[config.mk]
export PLATFORM = sky130hd
export DESIGN_NAME = rf_cell
export DESIGN_NICKNAME = d
export VERILOG_FILES = /design/src/rtl/rf_cell.sv
export SDC_FILE = /design/constraint.sdc
export NUM_CORES = 1
export LEC_CHECK = 0
export ABC_AREA = 1
export CAP_MARGIN = 20
export CORE_MARGIN = 3
export CORE_UTILIZATION = 35
export DETAILED_ROUTE_END_ITERATION = 7
export GPL_ROUTABILITY_DRIVEN = 0
export PLACE_DENSITY = 0.78
export SLEW_MARGIN = 20
export SYNTH_ARGS = -nofsm -noshare
export SYNTH_HDL_FRONTEND = slang
export SYNTH_SLANG_ARGS = --single-unit
[constraint.sdc]
create_clock -name clk -period 1 [get_ports clk]
set_input_delay 0.2 -clock clk [delete_from_list [all_inputs] [get_ports clk]]
set_output_delay 0.2 -clock clk [all_outputs]
set_load 0.05 [all_outputs]
[src/rtl/rf_cell.sv]
module rf_cell #(
  parameter int             W         = 8,
  parameter int             WR_MODE   = 0,
  parameter int             RD_MODE   = 0,
  parameter logic [W-1:0]   RST_VAL   = '0,
  parameter int             RST_STYLE = 0,
  parameter bit             SW_FIRST  = 1'b1,
  parameter bit             HW_RD     = 1'b1
) (
  input  logic         clk,
  input  logic         rst,
  input  logic         req,
  input  logic         req_wr,
  input  logic         sel,
  input  logic [W-1:0] wdata,
  input  logic         hw_ld,
  input  logic [W-1:0] hw_d,
  input  logic         hw_set,
  input  logic         hw_clr,
  output logic [W-1:0] hw_q,
  output logic [W-1:0] rd_q
);
  localparam logic [W-1:0] ONES = {W{1'b1}};

  logic [W-1:0] q, wr_val, sw_val, hw_val, nxt;
  logic         rd_hit, wr_hit, sw_hit, hw_hit, load;

  always_comb begin
    case (WR_MODE)
      1:       wr_val = q | wdata;
      2:       wr_val = q & ~wdata;
      3:       wr_val = q ^ wdata;
      4:       wr_val = q | ~wdata;
      5:       wr_val = q & wdata;
      6:       wr_val = q ^ ~wdata;
      7:       wr_val = '0;
      8:       wr_val = ONES;
      default: wr_val = wdata;
    endcase
  end

  assign rd_hit = req & ~req_wr & sel & (RD_MODE != 0);
  assign wr_hit = req & req_wr & sel;
  assign sw_hit = rd_hit | wr_hit;
  assign sw_val = rd_hit ? ((RD_MODE == 2) ? ONES : '0) : wr_val;

  assign hw_hit = hw_ld | hw_set | hw_clr;
  assign hw_val = hw_ld ? hw_d : (hw_set ? ONES : '0);

  assign load = sw_hit | hw_hit;
  assign nxt  = SW_FIRST ? (sw_hit ? sw_val : hw_val)
                         : (hw_hit ? hw_val : sw_val);

  generate
    if (RST_STYLE == 1) begin : g_async_hi
      always_ff @(posedge clk or posedge rst)
        if (rst)       q <= RST_VAL;
        else if (load) q <= nxt;
    end else if (RST_STYLE == 2) begin : g_async_lo
      always_ff @(posedge clk or negedge rst)
        if (!rst)      q <= RST_VAL;
        else if (load) q <= nxt;
    end else begin : g_sync
      always_ff @(posedge clk)
        if (rst)       q <= RST_VAL;
        else if (load) q <= nxt;
    end
  endgenerate

  assign rd_q = q;
  assign hw_q = HW_RD ? q : '0;
endmodule

==> results.yml <==
setup_path:
  crit_fanout: 3
  end_kind: "output port"
  crit_path_top_delay_cell: "dfxtp_2"
  critical_path.cell_chain: "buf_12"
  reg2reg_depth: 2
  cp_num_buf_inv: 1
  cp_num_cells: 1
  path_class: "reg2out"
  worstPathRequired_ns: 0.80
  crit_family: "flip-flops"
  startpoint_type: "flop"
  arrival_ns: 0.78
  max_stage_delay_ns: 0.38
final_layout:
  regArea_um2: 188
  largest_register_ffs: 8
  fin_util: 0.748
  multi_input_area_um2: 325
  synthToLayoutAreaGrowth_pct: 89.5
  finish.instance_area_um2: 1190
  num-fill-cells: 118
  drive_above_1_share: 0.381
  diodes: 0
  final_nets: 144
run_status:
  status: "finished, final reports clean"
pwr:
  vdd.ir_drop.worst_mv: 0.538
  seqPwrFrac: 0.306
  power_density_nw_per_um2: 1070
  internal_power_mw: 0.801
  power.share.combinational: 0.495
  netSwitchingFraction: 0.374
  switchingPower_mw: 0.478
  clock_power_share: 0.198
  leakagePower_nw: 0.531
yosys:
  syn_avg_cell_area_um2: 7.58
  seq_area_frac_synth: 0.254
  yosysUniqueCellTypes: 15
  ys_top_cells_by_count: "nand4_1 (16), nand2_1 (14), inv_1 (10)"
  yosys-top-cells-area: "dfxtp_1 (25%), nand4_1 (16%), buf_4 (9.5%), buf_6 (8.9%), nand2_1 (8.3%)"
  synth_top_cell_area_share: 0.254
  synth_seq_cells: 8
  ys.flop_type: "dfxtp_1"
  netlist_instances: 83
  synthesis.area_um2: 629
  ys_async_sr_fraction: 0
  synth_nets: 107
  synth_top_cell_by_area: "dfxtp_1"
  synth-edff-count: 0
  yosysMostFrequentCell: "nand4_1"
  yosys_warnings: 0
global_routing:
  overflow: 0
  gr-usage-all-layers: 0.160
  first_global_vias: 695
  grt_antenna_before_repair: 0
  grt_pass1_wl_um: 3020
  grt_max_degree: 9
timing:
  fmax_mhz: 1020
  fin_crit_ns: 0.982
  setup_viol: 0
  final.setup.tns_ns: 0
  holdWs_ns: 0.541
  final-hold-violation-count: 0
  relSlewSlack: 0.808
  rsz0062_at_grt: "no"
  worst_pin_slew_ns: 0.288
  final.setup_skew_ns: 0
  period_share: 0.982
  drv_slew: 0
clocking:
  cts_sinks: 8
  clkTransAtPathRegs_ns: 0.05
  clk-insertion-delay-late_ns: 0.25
  cts_tree: "done"
  cts_root_buffer: "clkbuf_4"
  cts-htree-levels: 1
  clockBufferDepth: 2
  cts_hold_buffers: 0
  cts_buffers: 3
  cts_setup_buffers: 0
min_path:
  hold_path_depth: 2
  min_path_type: "reg2reg"
routing:
  drt-total-wl_um: 1770
  drc_errors: 0
  drt_iter0_drc: 23
  dr.pass1.iters: 4
  routed_via_density: 4.91
  vias: 697
  ant_nets: 0
  drt-wirelength-per-cell_um: 12.5
floorplanning:
  fp.dieArea_um2: 2340
  coreArea_um2: 1590
  initial_utilization: 0.395
  die_w_um: 48.4
  die_h_um: 48.4
  pin_count: 40
  fp-row-count: 14
flow_run:
  maxCapViolations: 0
placed_design:
  place_area_um2: 1140
  io_buffers: 39
  hpwl_um: 1430
routing by layer:
layer  part of all wire  vias up  GRT usage
met5                  0        -          0
met4              0.025        0     0.0853
met1               0.38      306      0.175
met2               0.51       35      0.289
li1                   -      351          -
met3              0.078        5     0.0307
power by group through the flow:
stage | Sequential, mW | Combinational, mW | Clock (mW)
finish | 0.392 | 0.634 | 0.254
global route | 0.397 | 0.661 | 0.267
CTS | 0.398 | 0.633 | 0.250
detailed placement | 0.406 | 0.632 | 0
global placement | 0.404 | 0.623 | 0
floorplan | 0.465 | 0.260 | 0
area by class of cell:
cell class,count,share of cell area
well taps,24,0.0252
flip-flops and latches,8,0.157
inverters,10,0.0315
multi-input cells,52,0.273
repair buffers,45,0.494
clock buffers,3,0.0189
worst register-to-register path, delay by kind of cell, from the launching register on:
kind	cells	cell delay, ns
and+or+nand+nor	1	0.13
AOI/OAI and AO/OA	1	0.16
DFF	1	0.37
cell families after synthesis:
| logic type | synth area share |
|---|---|
| AO/OA/AOI/OAI | 0.0756 |
| buffers and inverters | 0.250 |
| flip-flops | 0.254 |
| AND/OR/NAND/NOR | 0.419 |
through the flow:
| stage | instances | power (mW) | worst slack, ns |
|---|---|---|---|
| after floorplan | 83 | 0.725 | 0.0709 |
| after global placement | 138 | 1.03 | -0.287 |
| after detailed placement | 138 | 1.04 | -0.364 |
| after CTS | 142 | 1.28 | 0.00145 |
| after global routing | 142 | 1.32 | 0.00184 |
| final | 142 | 1.28 | 0.0177 |
what timing repair did:
action | in CTS | in global routing
gates resized for setup | 8 | 6
cloned | 1 | 0
endpoints found under the setup margin | 11 | 11
pin swaps | 4 | 0
cell usage in the layout, fill, tap and decap left out, types with 2 or more instances in the layout:
cell             synthesis  layout
dlygate4sd2_1            0       5
dfxtp_4                  0       7
nand3_1                  6       6
nand2_1                 14      14
a21oi_2                  2       3
nand2_2                  2       2
buf_4                    8       6
buf_12                   0      16
nand3_2                  2       3
clkbuf_4                 0       3
inv_1                   10       9
nand4_1                 16      16
clkdlybuf4s50_1          0      18
a21oi_1                  6       5
path summary, 6_finish.rpt:
kind	to	startpoint	slack, ns
hold reg to reg	hw_q[2]$_SDFFE_PP0P_	hw_q[2]$_SDFFE_PP0P_	0.54
setup / recovery	rd_q[2]	hw_q[2]$_SDFFE_PP0P_	0.02
hold / removal	hw_q[2]$_SDFFE_PP0P_	hw_q[2]$_SDFFE_PP0P_	0.54
setup reg to reg	hw_q[0]$_SDFFE_PP0P_	hw_q[0]$_SDFFE_PP0P_	0.26
(Power assumes the default switching activity.)
